## config.mk

```make
export PLATFORM = sky130hd
export DESIGN_NAME = cal_alarm_cmp
export DESIGN_NICKNAME = d
export VERILOG_FILES = /design/src/rtl/cal_alarm_pkg.sv /design/src/rtl/cal_alarm_regs.sv /design/src/rtl/cal_alarm_match.sv /design/src/rtl/cal_alarm_ctrl.sv /design/src/rtl/cal_alarm_cmp.sv
export SDC_FILE = /design/constraint.sdc
export NUM_CORES = 1
export LEC_CHECK = 0
export ABC_AREA = 0
export ABC_CLOCK_PERIOD_IN_PS = 1900
export BUFFER_PORTS_ARGS = -buffer_cell sky130_fd_sc_hd__buf_2
export CAP_MARGIN = 20
export CORE_MARGIN = 2
export CORE_UTILIZATION = 40
export CTS_BUF_LIST = sky130_fd_sc_hd__clkbuf_16
export DETAILED_ROUTE_END_ITERATION = 7
export GPL_TIMING_DRIVEN = 0
export PLACE_DENSITY = 0.68
export SLEW_MARGIN = 5
export SYNTH_ARGS = -nofsm -noshare
export SYNTH_HDL_FRONTEND = slang
export SYNTH_SLANG_ARGS = --single-unit
```

## constraint.sdc

```tcl
create_clock -name clk -period 1.9 [get_ports clk]
set_input_delay 0.285 -clock clk [delete_from_list [all_inputs] [get_ports clk]]
set_output_delay 0.285 -clock clk [all_outputs]
set_load 0.02 [all_outputs]
```

## src/rtl/cal_alarm_pkg.sv

```systemverilog
// Shared widths, indexes and bit positions for the calendar alarm comparator.
package cal_alarm_pkg;
    localparam int FIELD_W    = 8;   // width of one alarm register
    localparam int VAL_W      = 7;   // BCD value bits in a field / time input
    localparam int NUM_FIELDS = 6;   // sec, min, hour, wday, mday, month
    localparam int ADDR_W     = 4;   // register index width
    localparam int BASE_IDX   = 8;   // first alarm register index
    localparam int CTRL_IDX   = 14;  // control register index
    localparam int EN_BIT     = FIELD_W - 1;
    localparam int FLAG_BIT   = 0;
    localparam int AIE_BIT    = 3;

    typedef logic [NUM_FIELDS-1:0][FIELD_W-1:0] alarm_vec_t;
    typedef logic [NUM_FIELDS-1:0][VAL_W-1:0]   time_vec_t;
endpackage

```

## src/rtl/cal_alarm_regs.sv

```systemverilog
// Alarm field storage and register read mux.
// Assumes: one write per cycle; reads are combinational from the index;
// the control register contents come from cal_alarm_ctrl.
module cal_alarm_regs
    import cal_alarm_pkg::*;
(
    input  logic              clk,
    input  logic              rst_n,
    input  logic              we,
    input  logic [ADDR_W-1:0] addr,
    input  logic [FIELD_W-1:0] wdata,
    input  logic              flag,
    input  logic              aie,
    output alarm_vec_t        alarm_q,
    output logic              ctrl_wr,
    output logic [FIELD_W-1:0] rdata
);
    localparam logic [ADDR_W-1:0] CTRL_A = ADDR_W'(CTRL_IDX);

    genvar k;
    generate
        for (k = 0; k < NUM_FIELDS; k++) begin : g_field
            localparam logic [ADDR_W-1:0] IDX = ADDR_W'(BASE_IDX + k);

            // Holds one alarm field; loaded by a write to its own index.
            always_ff @(posedge clk) begin
                if (!rst_n)
                    alarm_q[k] <= '0;
                else if (we && addr == IDX)
                    alarm_q[k] <= wdata;
            end

            p_field_store_r1: assert property (@(posedge clk) disable iff (!rst_n)
                (we && addr == IDX) |=> (alarm_q[k] == $past(wdata)));
        end
    endgenerate

    // Decode a write aimed at the control register.
    assign ctrl_wr = we && (addr == CTRL_A);

    // Read mux over alarm fields and control bits.
    always_comb begin
        rdata = '0;
        for (int i = 0; i < NUM_FIELDS; i++) begin
            if (addr == ADDR_W'(BASE_IDX + i))
                rdata = alarm_q[i];
        end
        if (addr == CTRL_A) begin
            rdata[FLAG_BIT] = flag;
            rdata[AIE_BIT]  = aie;
        end
    end
endmodule

```

## src/rtl/cal_alarm_match.sv

```systemverilog
// Per-field masked compare of alarm targets against the running time.
// Assumes: time inputs are stable on the strobe cycle; a field with its
// enable bit clear is a don't-care; an all-disabled alarm never hits.
module cal_alarm_match
    import cal_alarm_pkg::*;
(
    input  logic       tick,
    input  alarm_vec_t alarm_q,
    input  time_vec_t  now,
    output logic       any_en,
    output logic       hit
);
    logic [NUM_FIELDS-1:0] fld_ok;
    logic [NUM_FIELDS-1:0] fld_en;

    genvar k;
    generate
        for (k = 0; k < NUM_FIELDS; k++) begin : g_cmp
            // One field passes when disabled or when its target equals the time.
            assign fld_en[k] = alarm_q[k][EN_BIT];
            assign fld_ok[k] = !fld_en[k] || (alarm_q[k][VAL_W-1:0] == now[k]);
        end
    endgenerate

    // Combine: strobe, at least one enabled field, all fields passing.
    assign any_en = |fld_en;
    assign hit    = tick && any_en && (&fld_ok);
endmodule

```

## src/rtl/cal_alarm_ctrl.sv

```systemverilog
// Sticky alarm flag, interrupt enable and interrupt gate.
// Assumes: a hit and a clear in the same cycle resolve to set.
module cal_alarm_ctrl (
    input  logic clk,
    input  logic rst_n,
    input  logic hit,
    input  logic ctrl_wr,
    input  logic clr_req,
    input  logic aie_wr,
    output logic flag_q,
    output logic aie_q,
    output logic irq
);
    // Flag: set on hit, cleared by software, set wins a tie.
    always_ff @(posedge clk) begin
        if (!rst_n)
            flag_q <= 1'b0;
        else if (hit)
            flag_q <= 1'b1;
        else if (clr_req)
            flag_q <= 1'b0;
    end

    // Interrupt enable: loaded on every control write.
    always_ff @(posedge clk) begin
        if (!rst_n)
            aie_q <= 1'b0;
        else if (ctrl_wr)
            aie_q <= aie_wr;
    end

    // Interrupt request gate.
    assign irq = flag_q && aie_q;

    p_flag_rise_r5: assert property (@(posedge clk) disable iff (!rst_n)
        $rose(flag_q) |-> $past(hit));

    p_flag_fall_r8: assert property (@(posedge clk) disable iff (!rst_n)
        $fell(flag_q) |-> $past(clr_req));

    p_set_wins_r11: assert property (@(posedge clk) disable iff (!rst_n)
        (hit && clr_req) |=> flag_q);
endmodule

```

## src/rtl/cal_alarm_cmp.sv

```systemverilog
// Top: calendar alarm comparator with register port and interrupt.
// Assumes: tick_i is high for one cycle per time update from the counter.
module cal_alarm_cmp
    import cal_alarm_pkg::*;
(
    input  logic               clk,
    input  logic               rst_n,
    input  logic               tick_i,
    input  logic [VAL_W-1:0]   sec_i,
    input  logic [VAL_W-1:0]   min_i,
    input  logic [VAL_W-1:0]   hour_i,
    input  logic [VAL_W-1:0]   wday_i,
    input  logic [VAL_W-1:0]   mday_i,
    input  logic [VAL_W-1:0]   mon_i,
    input  logic               reg_we_i,
    input  logic [ADDR_W-1:0]  reg_addr_i,
    input  logic [FIELD_W-1:0] reg_wdata_i,
    output logic [FIELD_W-1:0] reg_rdata_o,
    output logic               alarm_irq_o
);
    alarm_vec_t alarm_q;
    time_vec_t  now;
    logic       ctrl_wr, hit, any_en, flag_q, aie_q;

    // Pack time inputs in field order (index 0 = seconds).
    assign now = {mon_i, mday_i, wday_i, hour_i, min_i, sec_i};

    cal_alarm_regs u_regs (
        .clk     (clk),
        .rst_n   (rst_n),
        .we      (reg_we_i),
        .addr    (reg_addr_i),
        .wdata   (reg_wdata_i),
        .flag    (flag_q),
        .aie     (aie_q),
        .alarm_q (alarm_q),
        .ctrl_wr (ctrl_wr),
        .rdata   (reg_rdata_o)
    );

    cal_alarm_match u_match (
        .tick    (tick_i),
        .alarm_q (alarm_q),
        .now     (now),
        .any_en  (any_en),
        .hit     (hit)
    );

    cal_alarm_ctrl u_ctrl (
        .clk     (clk),
        .rst_n   (rst_n),
        .hit     (hit),
        .ctrl_wr (ctrl_wr),
        .clr_req (ctrl_wr && !reg_wdata_i[FLAG_BIT]),
        .aie_wr  (reg_wdata_i[AIE_BIT]),
        .flag_q  (flag_q),
        .aie_q   (aie_q),
        .irq     (alarm_irq_o)
    );

    p_rise_on_tick_r6: assert property (@(posedge clk) disable iff (!rst_n)
        $rose(flag_q) |-> $past(tick_i));

    p_rise_needs_enable_r7: assert property (@(posedge clk) disable iff (!rst_n)
        $rose(flag_q) |-> $past(any_en));

    p_irq_gated_r9: assert property (@(posedge clk) disable iff (!rst_n)
        alarm_irq_o |-> (flag_q && aie_q));
endmodule

```

After elaboration in Yosys (flattened, before gate mapping) --
Cells that the tools add are included.
Word-level totals: bits in registers 50, input bits 58, output and inout bits 9, logic and storage cells 58
Operators by class: equal/unequal tests 13, mux-type cells 10, reductions and logical operators 27
Operator list (count):
- 8-bit two-way mux | 6
- 7-bit equality test | 6
- 4-bit equality test (second input constant) | 7
- 1-bit logical AND | 11
- 1-bit logical NOT | 7
- 1-bit logical OR | 6
- 6-bit AND reduction | 1
- 6-bit OR reduction | 1
- 1-bit two-way mux | 4
- 2-bit nonzero test | 1

Logic depth before layout (Yosys ltp) --
depth after elaboration 8, depth in mapped cells 7, mapped depth without buffers 5

By module --
Synthesis repeated with hierarchy kept, for this count alone.
Unflattened totals: cell total of the unflattened synthesis 339, area total of the unflattened synthesis 2974.1 µm²
By module, submodules not included:
- cal_alarm_regs | instances 1, cells each 270, area an instance 2357.3 µm², sequential area each 960.9 µm²
- cal_alarm_match | instances 1, cells each 61, area an instance 518.0 µm², sequential area each 0.0 µm²
- cal_alarm_ctrl | instances 1, cells each 7, area an instance 85.1 µm², sequential area each 40.0 µm²
- cal_alarm_cmp | instances 1, cells each 1, area an instance 13.8 µm², sequential area each 0.0 µm²

Worst setup path before layout --
No wires, ideal clock.
path type input to output, start input port reg_addr_i[0], end output port reg_rdata_o[0], arrival time 1.367 ns, data required time 1.615 ns, path slack 0.248 ns, stages on the path 5, buffers on the path 1, cells stage by stage buf_6 > mux4_2 > a22o_1 > mux2i_1 > nand2_1
Between the ends: cells in the longest elaborated chain, start to end 8, elaborated cells between the ends (all ways) 14, those cells by class eq/ne: 7; mux: 7
RTL lines:
- start, declared | RTL line cal_alarm_cmp.sv:16 | input logic [ADDR_W-1:0] reg_addr_i,
- 4-bit equality test | RTL line cal_alarm_regs.sv:45 | if (addr == ADDR_W'(BASE_IDX + i))
- 8-bit two-way mux (6 in series) | RTL line cal_alarm_regs.sv:45
- 1-bit two-way mux * | RTL line cal_alarm_regs.sv:48 | if (addr == CTRL_A) begin
- end, declared | RTL line cal_alarm_cmp.sv:18 | output logic [FIELD_W-1:0] reg_rdata_o,
Mark *: on every way between the ends. The rest lies on a longest branch, timed or not.

Worst setup path in the final report --
start register u_regs.alarm_q[24] in the netlist's numbering, end output port reg_rdata_o[0]
Between the ends: cells in the longest elaborated chain, start to end 4
RTL lines:
- start, declared | RTL line cal_alarm_regs.sv:14 | output alarm_vec_t alarm_q,
- start signal, assigned by index | RTL line cal_alarm_regs.sv:30 | alarm_q[k] <= wdata;
- 8-bit two-way mux (3 in series) | RTL line cal_alarm_regs.sv:45
- 1-bit two-way mux | RTL line cal_alarm_regs.sv:48
No other way between the ends.

==> metrics.txt <==
share of cells above drive strength 1 0.3762; Setup Viol. Count Final 5; simple-gate share of the synthesized area 0.1843; die area 7800 um^2; final wirelength 8459 um; Syn-to-layout area delta 31.63%; Distinct cells, synth 34; GRT Util Overall 0.2241; IO Count 67; TritonCTS clock tree built; critical path class reg -> out; Pleak 1.533 nW; n_diodes 0; setup TNS -0.1520 ns; final hold violation count 0; Sink Count 50; outcome finished, violations left; pin slew with the least headroom to its limit 0.5959 ns; htree depth 2; Post-Synthesis Cells 304; Die X 88.32 um; mapped cell area 2844 um^2; Net Count, Synth 362; register area share after synthesis 0.3520; min Tclk post-route 2.012 ns; max_cap viols 0; Util after Layout 0.5480; slowest CP cell mux4_2; global-route wire length before repair 13370 um; failing checks negative setup slack; Residual DRC 0; clock skew 0.006040 ns; worst relative slew slack 0.5975; initial antenna violation count 0; Top delay family on crit path multiplexers; hpwl dp 6206 um; commonest non-fill, non-tap cell in the layout buf_2; crit path max fanout 2; post-layout worst setup margin -0.1123 ns; mux share of post-synthesis cell area 0.1267; Max IR drop VDD 0.4145 mV; Avg Synthesized Cell Area 9.355 um^2; Via Count 2616; GR Overflow Total 0; Die Ht 88.32 um; Inserted Clock Buffers 5; Routed Antenna Nets 0; P per Cell Area 600.5 nW/um^2; Post-DP Area 3294 um^2; Synth Area in Compound Gates 0.1645; CP Launch Type register; DR WL/cell 16.92 um; HP Class in -> reg; adder-cell share of the synthesized area 0; Slew Viols, Final 0; first-iteration detailed-routing DRC count 183; CTS max path bufs 2; critical path arrival 1.73 ns; vias in the first global route 2555; largest family of logic cells by synthesized area simple AND/OR/NAND/NOR gates; Clock Tree Root clkbuf_16; routability congestion estimate 0.9096; Hold Slack 0.2482 ns; CTS Hold Bufs 0; f_max 497.0 MHz; fin nets 461; vias per inst 5.232; final period utilization 1.059; DR pass1 iterations 6; Buf+Inv Stages, Crit Path 1; unrepaired setup endpoints after global routing true; largest net degree at the start of global routing 15; number of buffers added on ports 66; xor and xnor area share after synthesis 0.1293; clock latency on the worst-skew pair 0.29 ns; Core Box Area 6832 um^2; Critical Path, Cell by Cell mux4_2 > a22o_1 > mux2i_1 > nand2_1 > buf_6; Finished Cell Area 3744 um^2; crit end category output pin; initial core utilization 0.4163; Max stage delay on crit path 0.47 ns; commonest non-fill, non-tap cells in the layout buf_2, nand2_1, a21boi_0; register bit count reported by yosys 50; yosys warns 0; row count 30; Worst EP required 1.62 ns; clock transition at the registers of the reported paths 0.07 ns
synth_stat cells:
master    number  area share
and2_1         1      0.0022
nand3_1       17       0.030
nand2_1       42       0.055
clkbuf_1       6      0.0079
xor2_1        15       0.046
buf_2          5      0.0088
nor2b_2        1      0.0031
nor2_1         2      0.0026
o21ai_0       16       0.028
or4_1          1      0.0026
mux4_2         8       0.063
a22o_1         2      0.0062
or3_1          1      0.0022
nor2b_1       16       0.035
nor3_4         1      0.0057
nor2_8         1      0.0070
a21boi_1       5       0.013
nor2_4         3       0.012
a222oi_1       6       0.021
nand2b_1       2      0.0044
buf_6          3       0.012
nand2_2        1      0.0022
xnor2_1       27       0.083
dfxtp_1       50        0.35
nand4_1        9       0.020
o22ai_1        1      0.0022
a21boi_0      28       0.074
buf_4          2      0.0053
o211ai_1       1      0.0026
o41ai_1        5       0.015
inv_1          6      0.0079
mux2i_1       18       0.063
buf_1          1      0.0013
o21ai_1        1      0.0018
layer usage:
metal | up-vias | GRT usage | wire length (um)
li1 | 1272 | - | -
met1 | 1219 | 0.3172 | 3805
met2 | 111 | 0.3650 | 3989
met3 | 14 | 0.02892 | 536
met4 | 0 | 0.05372 | 128
met5 | - | 0 | 0
cell type report:
| type | count | area [um^2] |
|---|---|---|
| fill | 639 | 3088 |
| multi-input combinational | 231 | 1720 |
| sequential | 50 | 1042 |
| timing repair buffer | 92 | 589.3 |
| clock buffer | 5 | 125.1 |
| tap | 96 | 120.1 |
| buffer | 17 | 111.4 |
| inverter | 6 | 22.52 |
| clock inverter | 3 | 12.51 |
worst register-to-register path, delay by kind of cell, from the launching register on:
kind | cells | cell delay (ns)
AO/OA/AOI/OAI | 2 | 0.66
flip-flops | 1 | 0.33
AND/OR/NAND/NOR | 2 | 0.28
XOR/XNOR | 1 | 0.17
buffers and inverters | 1 | 0.13
flip-flops by register name, indices dropped and copies added, names as in the netlist:
| register | cells |
|---|---|
| u_regs.alarm_q | 48 |
| u_ctrl.aie_q | 1 |
| u_ctrl.flag_q | 1 |
final timing paths:
path,from,to,slack [ns],depth (start not counted)
min reg2reg,u_regs.alarm_q[36],u_regs.alarm_q[36],0.48,2
max,u_regs.alarm_q[24],reg_rdata_o[0],-0.11,5
max reg2reg,u_regs.alarm_q[17],u_ctrl.flag_q,0.27,6
min,tick_i,u_ctrl.flag_q,0.25,3
kinds of logic after synthesis:
logic type | Yosys count
and+or+nand+nor | 98
buffers and inverters | 23
muxes | 26
DFF | 50
AOI/OAI and AO/OA | 65
xor gates and xnor gates | 42
through the flow:
step / cells / total power [mW] / setup WS (ns)
2_1_floorplan: 304 / 1.250 / 0.2480
3_3_place_gp: 466 / 1.377 / -0.1426
3_5_place_dp: 466 / 1.381 / -0.1368
4_1_cts: 490 / 2.228 / -0.1014
5_1_grt: 500 / 2.330 / -0.1713
6_report: 500 / 2.248 / -0.1123
repair_timing:
| action | in CTS | in global routing |
|---|---|---|
| setup endpoints to repair | 5 | 8 |
| pin swaps | 5 | 5 |
| resized for setup | 27 | 23 |
| buffers inserted | 16 | 10 |
| hold endpoints to repair | 0 | 0 |
power breakdown:
part	internal [mW]	switching [mW]	leakage, nW
clock network	0.477	0.384	0.0724
registers	1.06	0.0122	0.419
logic	0.154	0.161	1.04
total	1.69	0.556	1.53
Note: power is estimated with default switching activity, not from simulation.
